[config.mk]
export PLATFORM = sky130hd
export DESIGN_NAME = can_rxbuf_mgr
export DESIGN_NICKNAME = d
export VERILOG_FILES = /design/src/rtl/can_rxbuf_pkg.sv /design/src/rtl/rxbuf_route.sv /design/src/rtl/rxbuf_slot.sv /design/src/rtl/rxbuf_regread.sv /design/src/rtl/can_rxbuf_mgr.sv
export SDC_FILE = /design/constraint.sdc
export NUM_CORES = 1
export LEC_CHECK = 0
export CAP_MARGIN = 20
export CORE_MARGIN = 10
export CORE_UTILIZATION = 42
export DETAILED_ROUTE_END_ITERATION = 12
export GPL_ROUTABILITY_DRIVEN = 1
export PLACE_DENSITY = 0.71
export SYNTH_ARGS = -nofsm -noshare
export SYNTH_HDL_FRONTEND = slang
export SYNTH_SLANG_ARGS = --single-unit
[constraint.sdc]
create_clock -name clk -period 1.55 [get_ports clk]
set_clock_uncertainty 0.15 [all_clocks]
set_input_delay 0.155 -clock clk [delete_from_list [all_inputs] [get_ports clk]]
set_output_delay 0.155 -clock clk [all_outputs]
set_load 0.01 [all_outputs]
[src/rtl/can_rxbuf_pkg.sv]
// Shared constants and types for the CAN dual receive buffer manager.
// Assumes two buffers, a 32-bit read window and eight data bytes per frame.
package can_rxbuf_pkg;
    localparam int ID_W       = 29;
    localparam int DLC_W      = 4;
    localparam int DATA_BYTES = 8;
    localparam int DATA_W     = DATA_BYTES * 8;
    localparam int HIT_W      = 5;
    localparam int LEG1_W     = 3;
    localparam int REG_W      = 32;
    localparam int NUM_BUF    = 2;
    localparam int OFF_W      = 3;
    localparam int ADDR_W     = OFF_W + $clog2(NUM_BUF);
    localparam int DATA_WORDS = DATA_W / REG_W;

    // Control word bit positions
    localparam int B_FULL = 0;
    localparam int B_IRQ  = 1;
    localparam int B_OVF  = 2;
    localparam int B_DBL  = 3;
    localparam int B_JTO  = 4;
    localparam int B_HIT  = 8;
    localparam int WR_W   = B_DBL + 1;

    // Register offsets inside one buffer window
    localparam int OFF_CTRL = 0;
    localparam int OFF_ID   = 1;
    localparam int OFF_DLC  = 2;
    localparam int OFF_DATA = 3;

    typedef struct packed {
        logic [ID_W-1:0]   id;
        logic [DLC_W-1:0]  dlc;
        logic [DATA_W-1:0] data;
    } frame_t;

    typedef enum logic [1:0] {
        MODE_LEGACY = 2'd0,
        MODE_ENH1   = 2'd1,
        MODE_ENH2   = 2'd2,
        MODE_ENH3   = 2'd3
    } rx_mode_e;
endpackage

[src/rtl/rxbuf_route.sv]
// Routing decision for one incoming frame.
// Picks the storing buffer from the aimed buffer, the full flags and the
// double-buffer enable, or flags a drop against the aimed buffer.
// Assumes at most one frame per cycle; purely combinational.
module rxbuf_route
    import can_rxbuf_pkg::*;
(
    input  logic               valid,
    input  logic               dest,
    input  logic               dbl_en,
    input  logic [NUM_BUF-1:0] full,
    output logic [NUM_BUF-1:0] store,
    output logic [NUM_BUF-1:0] drop
);
    // Choose a free buffer, spilling 0 into 1 when enabled, else drop
    always_comb begin
        store = '0;
        drop  = '0;
        if (valid) begin
            if (!dest) begin
                if (!full[0])                  store[0] = 1'b1;
                else if (dbl_en && !full[1])   store[1] = 1'b1;
                else                           drop[0]  = 1'b1;
            end else begin
                if (!full[1])                  store[1] = 1'b1;
                else                           drop[1]  = 1'b1;
            end
        end
    end
endmodule

[src/rtl/rxbuf_slot.sv]
// One receive buffer: frame storage, filter hit, full, interrupt and
// overflow flags; buffer 0 also holds the double-buffer enable.
// Assumes the router never stores into a full slot. Control writes clear
// flags by writing 0; a store or a drop in the same cycle wins.
module rxbuf_slot
    import can_rxbuf_pkg::*;
#(
    parameter int BUF_IDX = 0
) (
    input  logic             clk,
    input  logic             rst_n,
    input  logic             store,
    input  logic             drop,
    input  logic             legacy,
    input  frame_t           frame_in,
    input  logic [HIT_W-1:0] filt,
    input  logic             ctrl_wr,
    input  logic [WR_W-1:0]  ctrl_wdata,
    output frame_t           frame_q,
    output logic [HIT_W-1:0] hit_q,
    output logic             full_q,
    output logic             irq_q,
    output logic             ovf_q,
    output logic             dbl_q
);
    logic [HIT_W-1:0] hit_enc;

    // Mode-dependent filter hit encoding differs per buffer
    generate
        if (BUF_IDX == 0) begin : g_hit0
            assign hit_enc = legacy ? {{(HIT_W-1){1'b0}}, filt[0]} : filt;
        end else begin : g_hit1
            assign hit_enc = legacy ? {{(HIT_W-LEG1_W){1'b0}}, filt[LEG1_W-1:0]} : filt;
        end
    endgenerate

    // Capture frame and hit together, in the same edge that sets full
    always_ff @(posedge clk) begin
        if (!rst_n) begin
            frame_q <= '0;
            hit_q   <= '0;
        end else if (store) begin
            frame_q <= frame_in;
            hit_q   <= hit_enc;
        end
    end

    // Full flag: set by store, cleared only by a software write of 0
    always_ff @(posedge clk) begin
        if (!rst_n)                               full_q <= 1'b0;
        else if (store)                           full_q <= 1'b1;
        else if (ctrl_wr && !ctrl_wdata[B_FULL])  full_q <= 1'b0;
    end

    // Interrupt flag: set by store, re-armed while the buffer stays full
    always_ff @(posedge clk) begin
        if (!rst_n)                               irq_q <= 1'b0;
        else if (store)                           irq_q <= 1'b1;
        else if (ctrl_wr && !ctrl_wdata[B_IRQ])   irq_q <= 1'b0;
        else if (full_q)                          irq_q <= 1'b1;
    end

    // Sticky overflow flag: set by a drop, cleared by a write of 0
    always_ff @(posedge clk) begin
        if (!rst_n)                               ovf_q <= 1'b0;
        else if (drop)                            ovf_q <= 1'b1;
        else if (ctrl_wr && !ctrl_wdata[B_OVF])   ovf_q <= 1'b0;
    end

    // Double-buffer enable exists only in buffer 0
    generate
        if (BUF_IDX == 0) begin : g_dbl
            always_ff @(posedge clk) begin
                if (!rst_n)        dbl_q <= 1'b0;
                else if (ctrl_wr)  dbl_q <= ctrl_wdata[B_DBL];
            end
        end else begin : g_nodbl
            assign dbl_q = 1'b0;
        end
    endgenerate


    store_sets_flags_chk: assert property (@(posedge clk) disable iff (!rst_n)
        store |=> (full_q && irq_q));

    full_holds_frame_chk: assert property (@(posedge clk) disable iff (!rst_n)
        full_q |=> ($stable(frame_q) && $stable(hit_q)));

    full_clear_by_write_chk: assert property (@(posedge clk) disable iff (!rst_n)
        $fell(full_q) |-> $past(ctrl_wr));

    irq_rearm_chk: assert property (@(posedge clk) disable iff (!rst_n)
        ($fell(irq_q) && full_q) |=> irq_q);

    drop_sets_ovf_chk: assert property (@(posedge clk) disable iff (!rst_n)
        drop |=> ovf_q);
endmodule

[src/rtl/rxbuf_regread.sv]
// Combinational read mux for the register window.
// Address bit OFF_W picks the buffer, the low bits the word inside it.
// Assumes unused offsets read as zero.
module rxbuf_regread
    import can_rxbuf_pkg::*;
(
    input  logic [ADDR_W-1:0]             addr,
    input  frame_t [NUM_BUF-1:0]          frames,
    input  logic [NUM_BUF-1:0][HIT_W-1:0] hits,
    input  logic [NUM_BUF-1:0]            full,
    input  logic [NUM_BUF-1:0]            irq,
    input  logic [NUM_BUF-1:0]            ovf,
    input  logic [NUM_BUF-1:0]            dbl,
    output logic [REG_W-1:0]              rdata
);
    logic             sel;
    logic [OFF_W-1:0] off;

    assign sel = addr[ADDR_W-1];
    assign off = addr[OFF_W-1:0];

    // Select the addressed word of the addressed buffer
    always_comb begin
        rdata = '0;
        if (off == OFF_W'(OFF_CTRL)) begin
            rdata[B_FULL]           = full[sel];
            rdata[B_IRQ]            = irq[sel];
            rdata[B_OVF]            = ovf[sel];
            rdata[B_DBL]            = dbl[sel];
            rdata[B_JTO]            = dbl[sel];
            rdata[B_HIT +: HIT_W]   = hits[sel];
        end else if (off == OFF_W'(OFF_ID)) begin
            rdata = REG_W'(frames[sel].id);
        end else if (off == OFF_W'(OFF_DLC)) begin
            rdata = REG_W'(frames[sel].dlc);
        end else begin
            for (int k = 0; k < DATA_WORDS; k++) begin
                if (off == OFF_W'(OFF_DATA + k))
                    rdata = frames[sel].data[k*REG_W +: REG_W];
            end
        end
    end
endmodule

[src/rtl/can_rxbuf_mgr.sv]
// Top of the CAN dual receive buffer manager.
// Routes each accepted frame to a buffer, keeps per-buffer flags and
// exposes a register window. Assumes one frame per cycle at most and
// software that writes 1 to control bits it wants to keep.
module can_rxbuf_mgr
    import can_rxbuf_pkg::*;
(
    input  logic              clk,
    input  logic              rst_n,
    input  logic [1:0]        mode_sel,
    input  logic              frm_valid,
    input  logic              frm_dest,
    input  logic [ID_W-1:0]   frm_id,
    input  logic [DLC_W-1:0]  frm_dlc,
    input  logic [DATA_W-1:0] frm_data,
    input  logic [HIT_W-1:0]  frm_filt,
    input  logic              reg_wr,
    input  logic [ADDR_W-1:0] reg_addr,
    input  logic [WR_W-1:0]   reg_wdata,
    output logic [REG_W-1:0]  reg_rdata,
    output logic [NUM_BUF-1:0] rx_irq
);
    frame_t                        frm_in;
    frame_t [NUM_BUF-1:0]          frame_w;
    logic [NUM_BUF-1:0][HIT_W-1:0] hit_w;
    logic [NUM_BUF-1:0]            full_w, irq_w, ovf_w, dbl_w;
    logic [NUM_BUF-1:0]            store_w, drop_w, ctrl_wr_w;
    logic                          legacy;

    assign frm_in = '{id: frm_id, dlc: frm_dlc, data: frm_data};
    assign legacy = (mode_sel == MODE_LEGACY);

    rxbuf_route u_route (
        .valid  (frm_valid),
        .dest   (frm_dest),
        .dbl_en (dbl_w[0]),
        .full   (full_w),
        .store  (store_w),
        .drop   (drop_w)
    );

    generate
        for (genvar b = 0; b < NUM_BUF; b++) begin : g_slot
            // Decode a control-word write aimed at this buffer
            assign ctrl_wr_w[b] = reg_wr
                && (reg_addr[ADDR_W-1] == b[0])
                && (reg_addr[OFF_W-1:0] == OFF_W'(OFF_CTRL));

            rxbuf_slot #(.BUF_IDX(b)) u_slot (
                .clk        (clk),
                .rst_n      (rst_n),
                .store      (store_w[b]),
                .drop       (drop_w[b]),
                .legacy     (legacy),
                .frame_in   (frm_in),
                .filt       (frm_filt),
                .ctrl_wr    (ctrl_wr_w[b]),
                .ctrl_wdata (reg_wdata),
                .frame_q    (frame_w[b]),
                .hit_q      (hit_w[b]),
                .full_q     (full_w[b]),
                .irq_q      (irq_w[b]),
                .ovf_q      (ovf_w[b]),
                .dbl_q      (dbl_w[b])
            );
        end
    endgenerate

    rxbuf_regread u_read (
        .addr   (reg_addr),
        .frames (frame_w),
        .hits   (hit_w),
        .full   (full_w),
        .irq    (irq_w),
        .ovf    (ovf_w),
        .dbl    (dbl_w),
        .rdata  (reg_rdata)
    );

    assign rx_irq = irq_w;


    dest1_never_buf0_chk: assert property (@(posedge clk) disable iff (!rst_n)
        (frm_valid && frm_dest) |=> $stable(frame_w[0]));

    no_spill_when_off_chk: assert property (@(posedge clk) disable iff (!rst_n)
        (frm_valid && !frm_dest && !dbl_w[0]) |=> $stable(frame_w[1]));

    legacy_hit0_chk: assert property (@(posedge clk) disable iff (!rst_n)
        (frm_valid && !frm_dest && !full_w[0] && legacy) |=> (hit_w[0][HIT_W-1:1] == '0));
endmodule

==> summary.txt, run 1 <==
Status
  • Status: finished with violations
  • Failing checks: negative setup slack

Final layout
  • Final instance area: 0.01593 mm2
  • Final #Nets: 1489
  • Area Overhead vs Synth: 66.07%
  • Final non-filler cell total: 1677
  • Layout cells sized above 1: 47.22%

Synth
  • Complex-gate fraction of the synthesized area: 21.90%
  • Post-Synth Adder-Cell Area: 0%
  • Post-Synth XOR/XNOR Area: 0%
  • Post-Syn Area: 0.009592 mm2
  • Mux share of post-synthesis cell area: 11.15%
  • Synth Register Bits: 211
  • Synthesized Nets: 1261
  • Synth area leaders: dfxtp_1, nand2_1, a21boi_0, mux2i_1, a21boi_1
  • Synth Warn #: 0
  • Biggest area consumer among synthesized cells: dfxtp_1
  • Sequential area share after synthesis: 44.04%
  • Synthesized area per cell: 8.384 um2
  • Post-synth top area share: 44.04%
  • Cells after Synth: 1144
  • Synth cell types: 30
  • Simple-gate portion of the synthesized area: 17.90%
  • Combinational family with the most area after synthesis: compound AO/OA/AOI/OAI gates

Routing
  • DR WL/cell: 23.96 um
  • Routed Antenna Nets: 0
  • Vias: 9775
  • DRT Pass-1 Iters: 5
  • Initial DRC count: 835
  • Final routed DRC violation total: 0
  • Final wirelength: 40190 um
  • Vias per cell: 5.829

Clocking
  • Root Buffer: clkbuf_16
  • Max clock buf depth: 3
  • CTS buffer count: 23
  • CTS clk-pin slew, worst paths: 0.06 ns
  • Clock Sinks: 211
  • Clk_lat worst skew: 0.51 ns
  • CTS tree: done
  • H-tree depth: 1

STA
  • RSZ-0062 raised after global routing: yes
  • Max Fclk: 506.3 MHz
  • Worst Max-Slew Pin Slew: 0.5033 ns
  • Setup ws final: -0.4252 ns
  • Final hold vios: 0
  • Final Slew Violations: 0
  • Minimum clock period: 1.975 ns
  • Worst slew margin: 66.34%
  • Setup violations, final: 240
  • Final worst-path cycle share: 127.4%

Global route
  • Initial antenna violation count: 7
  • Vias in the first global route: 8656
  • Overflow after GRT: 0
  • First-pass GRT wire length: 49440 um
  • Largest net degree at the start of global routing: 66
  • Total GRT Usage: 21.42%

Power
  • P_leak: 6.338 nW
  • Clock share of power: 39.4%
  • Peak VDD IR: 672.5 uV
  • Psw: 3.931 mW
  • Tot Pwr: 14.57 mW
  • Power Dens Cells: 914.7 mW/mm2
  • Net switching fraction of the power: 26.98%
  • Cell internal pwr: 10.64 mW
  • Logic pwr share: 20.0%
  • Sequential Power Share: 40.6%

Critical path
  • Crit path capture type: output pin
  • Setup CP Type: reg -> out
  • Reg2Reg Setup Slack: -0.26 ns
  • CP Launch Type: register
  • Worst EP arrival: 1.67 ns
  • Req. time, crit path: 1.24 ns
  • Critical Path Fanout Max: 2

Placed design
  • Final GP Congestion: 0.8712
  • Placed insts: 1556
  • DP Wirelength: 19830 um
  • Placed cell area: 0.01190 mm2
  • Port Buffer Count: 150
  • Pre-CTS setup slack: -1.057 ns

Job
  • Max-Cap Viols: 0

Die
  • DIE AREA: 0.02928 mm2
  • I/O pin count: 151
  • Core area: 0.02257 mm2
  • # rows: 55
  • Die Y: 171.1 um
  • Initial Util: 42.49%
  • Die X: 171.1 um

Hold path
  • Hold/Removal Path Class: in -> reg
## layer usage
layer / track usage, % / wire length (um)
met4: 6.805 / 1865
met1: 27.79 / 15910
met5: 0 / 23
met2: 34.42 / 19070
met3: 4.977 / 3323
## cell type report
type	instances	area (um2)
flip-flops and latches	211	4343
clock buffers	35	700.7
diodes	5	12.51
well taps	285	356.6
multi-input cells	841	6709
fillers	1476	6643
clock inverters	5	77.57
repair buffers	295	3730
## stage by stage
stage,setup TNS (ns),hold WS (ns),utilization (%)
after detailed placement,-96.33,0.2945,52.71
after floorplan,0,0.1398,-
after global routing,-49.80,0.07966,70.55
after CTS,-25.52,0.06142,62.02
after global placement,-90.17,0.2883,52.71
final,-43.81,0.06716,70.57
## state kept, by name, indices dropped and copies added (netlist names)
register,cells
g_slot.u_slot.dbl_q,1
g_slot.u_slot.frame_q,194
g_slot.u_slot.full_q,2
g_slot.u_slot.hit_q,10
g_slot.u_slot.irq_q,2
g_slot.u_slot.ovf_q,2
## power by group through the flow
| stage | Sequential [mW] | Clock, mW | Combinational (mW) |
|---|---|---|---|
| after global placement | 5.92 | 0 | 1.75 |
| after detailed placement | 5.93 | 0 | 1.76 |
| final | 5.91 | 5.74 | 2.92 |
| after global routing | 5.93 | 5.98 | 3.03 |
| after floorplan | 5.90 | 0 | 0.882 |
| after CTS | 5.85 | 5.73 | 2.25 |
## Yosys cell counts
cell / number
nand2_1: 406
dfxtp_1: 211
a21boi_0: 146
mux2i_1: 99
a21boi_1: 64
buf_2: 42
clkbuf_1: 42
o21ai_0: 27
o22a_1: 20
a21oi_1: 18
o22ai_1: 14
buf_6: 8
nand3_1: 8
mux2_2: 7
nor2_1: 5
or3b_1: 5
o21ai_1: 4
buf_1: 2
buf_4: 2
nand2b_1: 2
nand3b_1: 2
or2_2: 2
a21oi_2: 1
nand4b_1: 1
nor2b_1: 1
nor3_1: 1
nor3_2: 1
nor3b_1: 1
nor3b_2: 1
o211ai_1: 1
## layout by cell type, fill, tap and decap left out, types with 5 or more instances in the layout
cell             synthesis  layout
a21boi_1                64     130
a21boi_2                 0      78
a21oi_1                 18      16
buf_12                   0      37
buf_16                   0      14
buf_2                   42      31
buf_4                    2      38
buf_6                    8      27
buf_8                    0      13
clkbuf_16                0      44
clkbuf_8                 0       8
clkdlybuf4s50_1          0     111
dfxtp_1                211     122
dfxtp_2                  0      86
diode_2                  0       5
mux2_2                   7       6
mux2i_1                 99      62
mux2i_2                  0      15
mux2i_4                  0      22
nand2_1                406     211
nand2_2                  0      88
nand2_4                  0     107
nand3_1                  8       5
nor2_1                   5       5
o21ai_0                 27       6
o21ai_1                  4      18
o21ai_2                  0       7
o22a_1                  20      20
o22ai_1                 14       9
or3b_4                   0       9
## critical path: stages (launching register included)
cell     delay [ns]
dfxtp_1        0.32
mux2i_2        0.23
o22ai_1        0.14
a21oi_1        0.22
o21ai_1        0.10
buf_2          0.15
## cells by family (layout without fill, tap and decap cells)
group,after synthesis,count (layout)
multiplexers,106,106
flip-flops,211,211
AND/OR/NAND/NOR,436,440
AO/OA/AOI/OAI,295,295
other,0,5
buffers and inverters,96,335
## repair_timing
action	4_1_cts	5_1_grt
hold buffers	1	0
resized for setup	431	543
hold endpoints to repair	19	0
gates cloned	25	31
endpoints found under the setup margin	121	240
pin swaps	117	258
setup buffers	31	16
## worst paths after layout
kind | start | end | cells past startpoint
max | g_slot[1].u_slot.frame_q[33] | reg_rdata[1] | 5
min | frm_data[61] | g_slot[1].u_slot.frame_q[61] | 3
min reg2reg | g_slot[1].u_slot.frame_q[93] | g_slot[1].u_slot.frame_q[93] | 2
max reg2reg | g_slot[0].u_slot.dbl_q | g_slot[1].u_slot.frame_q[58] | 9
(Power assumes the default switching activity.)
==> run 2, diff against run 1 <==
- TNS_END_PERCENT: unset -> 50
==> run 2 against run 1 <==
  * The run still ends with negative setup slack left
  * Final area is 3.4% lower
  * Power is 1.6% lower
  * Register-to-register slack worse by 0.02 ns
  * Worst setup slack better by 0.076 ns
  * Hold slack better by 0.0015 ns
  * Critical path depth stayed put
  * Combinational power is 6% lower
  * Die area stayed put
  * Critical path type unchanged
  * Critical endpoint unchanged
  * Largest power group unchanged
==> summary.txt, run 2 (synthesized netlist as in run 1, its figures left out) <==
Critical path
  • Worst path top cell family by delay: compound AO/OA/AOI/OAI gates
  • Crit path buffers/inverters: 1 (unchanged)
  • Reg2Reg Setup Slack: -0.28 ns (-0.02 ns)
  • CP Launch Type: register
  • Critical Path Fanout Max: 2 (unchanged)
  • Worst reg2reg startpoint: g_slot[0].u_slot.full_q
  • Req. time, crit path: 1.24 ns (about the same)
  • Crit path capture type: output pin
  • Worst EP arrival: 1.59 ns (-0.08 ns)
  • Crit path cell chain: mux2i_2 -> o22ai_1 -> a21oi_1 -> o21ai_1 -> buf_2
  • CP peak stage delay: 0.32 ns (about the same)
  • Setup CP Type: reg -> out
  • Crit path from: g_slot[1].u_slot.frame_q[33]
  • Worst path slowest cell: dfxtp_1

STA
  • Setup ws final: -0.3496 ns (+0.07565 ns)
  • Final worst-path cycle share: 122.6% (-4.9 points)
  • Final Slew Violations: 0 (unchanged)
  • Setup violations, final: 240 (unchanged)
  • Worst slew margin: 69.87% (+3.5 points)
  • Final hold vios: 0 (unchanged)
  • Max Fclk: 526.4 MHz (+4.0%)
  • RSZ-0062 raised after global routing: yes
  • Minimum clock period: 1.900 ns (-0.07565 ns)
  • Worst Max-Slew Pin Slew: 0.4506 ns (-0.05271 ns)

Final layout
  • Most common cell after layout, fill and taps aside: nand2_1
  • Final instance area: 0.01539 mm2 (-3.4%)
  • Largest register by flop count: g_slot.u_slot.frame_q
  • Register area: 0.004329 mm2 (-0.32%)
  • Final #Nets: 1486 (-0.20%)
  • Layout cells sized above 1: 41.40% (-5.8 points)
  • Area of the multi-input gates: 0.006243 mm2 (-6.9%)
  • Fillcell total: 1582 (+7.2%)
  • Commonest cells after routing, fill and taps aside: nand2_1, a21boi_1, dfxtp_1, clkdlybuf4s50_1, nand2_2
  • Final non-filler cell total: 1673 (-0.24%)
  • Number of flip-flops under the largest register name: 194 (unchanged)
  • Area Overhead vs Synth: 60.48%
  • Largest registers: g_slot.u_slot.frame_q x194, g_slot.u_slot.hit_q x10

Clocking
  • Root Buffer: clkbuf_16
  • CTS tree: done
  • CTS buffer count: 23 (unchanged)
  • H-tree depth: 1 (unchanged)
  • CTS clk-pin slew, worst paths: 0.06 ns (about the same)
  • Max clock buf depth: 3 (unchanged)
  • Clk_lat worst skew: 0.51 ns (about the same)
  • Clock Sinks: 211 (unchanged)

Power
  • P_leak: 6.021 nW (-5.0%)
  • Power Dens Cells: 931.7 mW/mm2 (+1.9%)
  • Peak VDD IR: 626.8 uV (-6.8%)

Routing
  • Routed Antenna Nets: 0 (unchanged)
  • Final routed DRC violation total: 0 (unchanged)
  • Vias: 9492 (-2.9%)
  • DR WL/cell: 23.08 um (-3.7%)
  • Vias per cell: 5.674 (-2.7%)
  • Initial DRC count: 948 (+14%)
  • Final wirelength: 38610 um (-3.9%)
  • DRT Pass-1 Iters: 5 (unchanged)

Placed design
  • DP Wirelength: 19830 um (unchanged)
  • Port Buffer Count: 150 (unchanged)
  • Placed insts: 1556 (unchanged)
  • Final GP Congestion: 0.8712 (unchanged)
  • Placed cell area: 0.01190 mm2 (unchanged)

Die
  • Initial Util: 42.49% (unchanged)
  • DIE AREA: 0.02928 mm2 (unchanged)
  • Die Y: 171.1 um (unchanged)
  • # rows: 55 (unchanged)
  • Core area: 0.02257 mm2 (unchanged)
  • Die X: 171.1 um (unchanged)
  • I/O pin count: 151 (unchanged)

Global route
  • Total GRT Usage: 20.51% (-0.91 points)
  • Overflow after GRT: 0 (unchanged)
  • Initial antenna violation count: 6 (-1)
  • Vias in the first global route: 8474 (-2.1%)
  • Largest net degree at the start of global routing: 66 (unchanged)
  • First-pass GRT wire length: 47670 um (-3.6%)

Status
  • Failing checks: negative setup slack
  • Status: finished with violations

Job
  • Max-Cap Viols: 0 (unchanged)

Hold path
  • Hold Path Origin: frm_id[17]
  • Hold/Removal Path Class: in -> reg
## run 2: cell types whose count changed in the layout (fill, tap and decap cells not counted), moves of 9 or more
cell and delta:
a21boi_0 +12, dfxtp_1 +9, a21boi_1 +16, nand2_1 +41
nand2_4 -44, a21boi_2 -28
## run 2: routing by layer
| metal | GRT usage, % | routed length [um] | part of all wire [%] |
|---|---|---|---|
| met1 | 26.51 | 15590 | 40 |
| met3 | 5.484 | 3316 | 8.6 |
| met4 | 6.049 | 1470 | 3.8 |
| met5 | 0 | 34 | 0.088 |
| met2 | 32.75 | 18200 | 47 |
## run 2: worst paths after layout
path                                  endpoint  cells past startpoint
setup / recovery                  reg_rdata[1]                      5
hold reg to reg    g_slot[1].u_slot.frame_q[7]                      2
setup reg to reg  g_slot[0].u_slot.frame_q[43]                      8
hold / removal    g_slot[0].u_slot.frame_q[85]                      3
## run 2: what timing repair did
item	CTS	global route
gates resized for setup	389	414
setup buffers	16	21
endpoints found under the hold margin	19	0
pin swaps	87	185
hold buffers	1	0
setup endpoints to repair	121	239
gates cloned	18	34
## run 2: worst reg2reg max path, cell delays in order (launching register included)
cell	delay, ns
dfxtp_4	0.36
buf_6	0.12
buf_6	0.11
nor3b_4	0.23
buf_6	0.15
buf_12	0.16
clkbuf_16	0.20
nand2_1	0.08
a21boi_1	0.19
## run 2: area by class of cell
type | count | share of cell area, %
well taps | 285 | 2.317
clock buffers | 35 | 4.552
multi-input cells | 841 | 40.56
diodes | 4 | 0.06503
flip-flops and latches | 211 | 28.13
repair buffers | 292 | 23.87
clock inverters | 5 | 0.5040
## run 2: per-stage QoR
step	setup TNS (ns)	total power, mW	util (%)	worst slack [ns]	hold slack, ns
final	-38.84	14.34	68.19	-0.3496	0.06866
after global placement	-90.17	7.666	52.71	-1.065	0.2883
after floorplan	0	6.780	-	0.01647	0.1398
after global routing	-49.48	14.75	68.17	-0.3942	0.07831
after CTS	-20.41	13.65	59.92	-0.3126	0.06145
after detailed placement	-96.33	7.688	52.71	-1.057	0.2945
## run 2: report_power, final
group,switching [mW],internal [mW],total [mW],leakage [nW]
Clock,2.27,3.43,5.70,0.382
Combinational,1.30,1.44,2.74,3.88
Sequential,0.196,5.70,5.90,1.76
Total,3.77,10.6,14.3,6.02
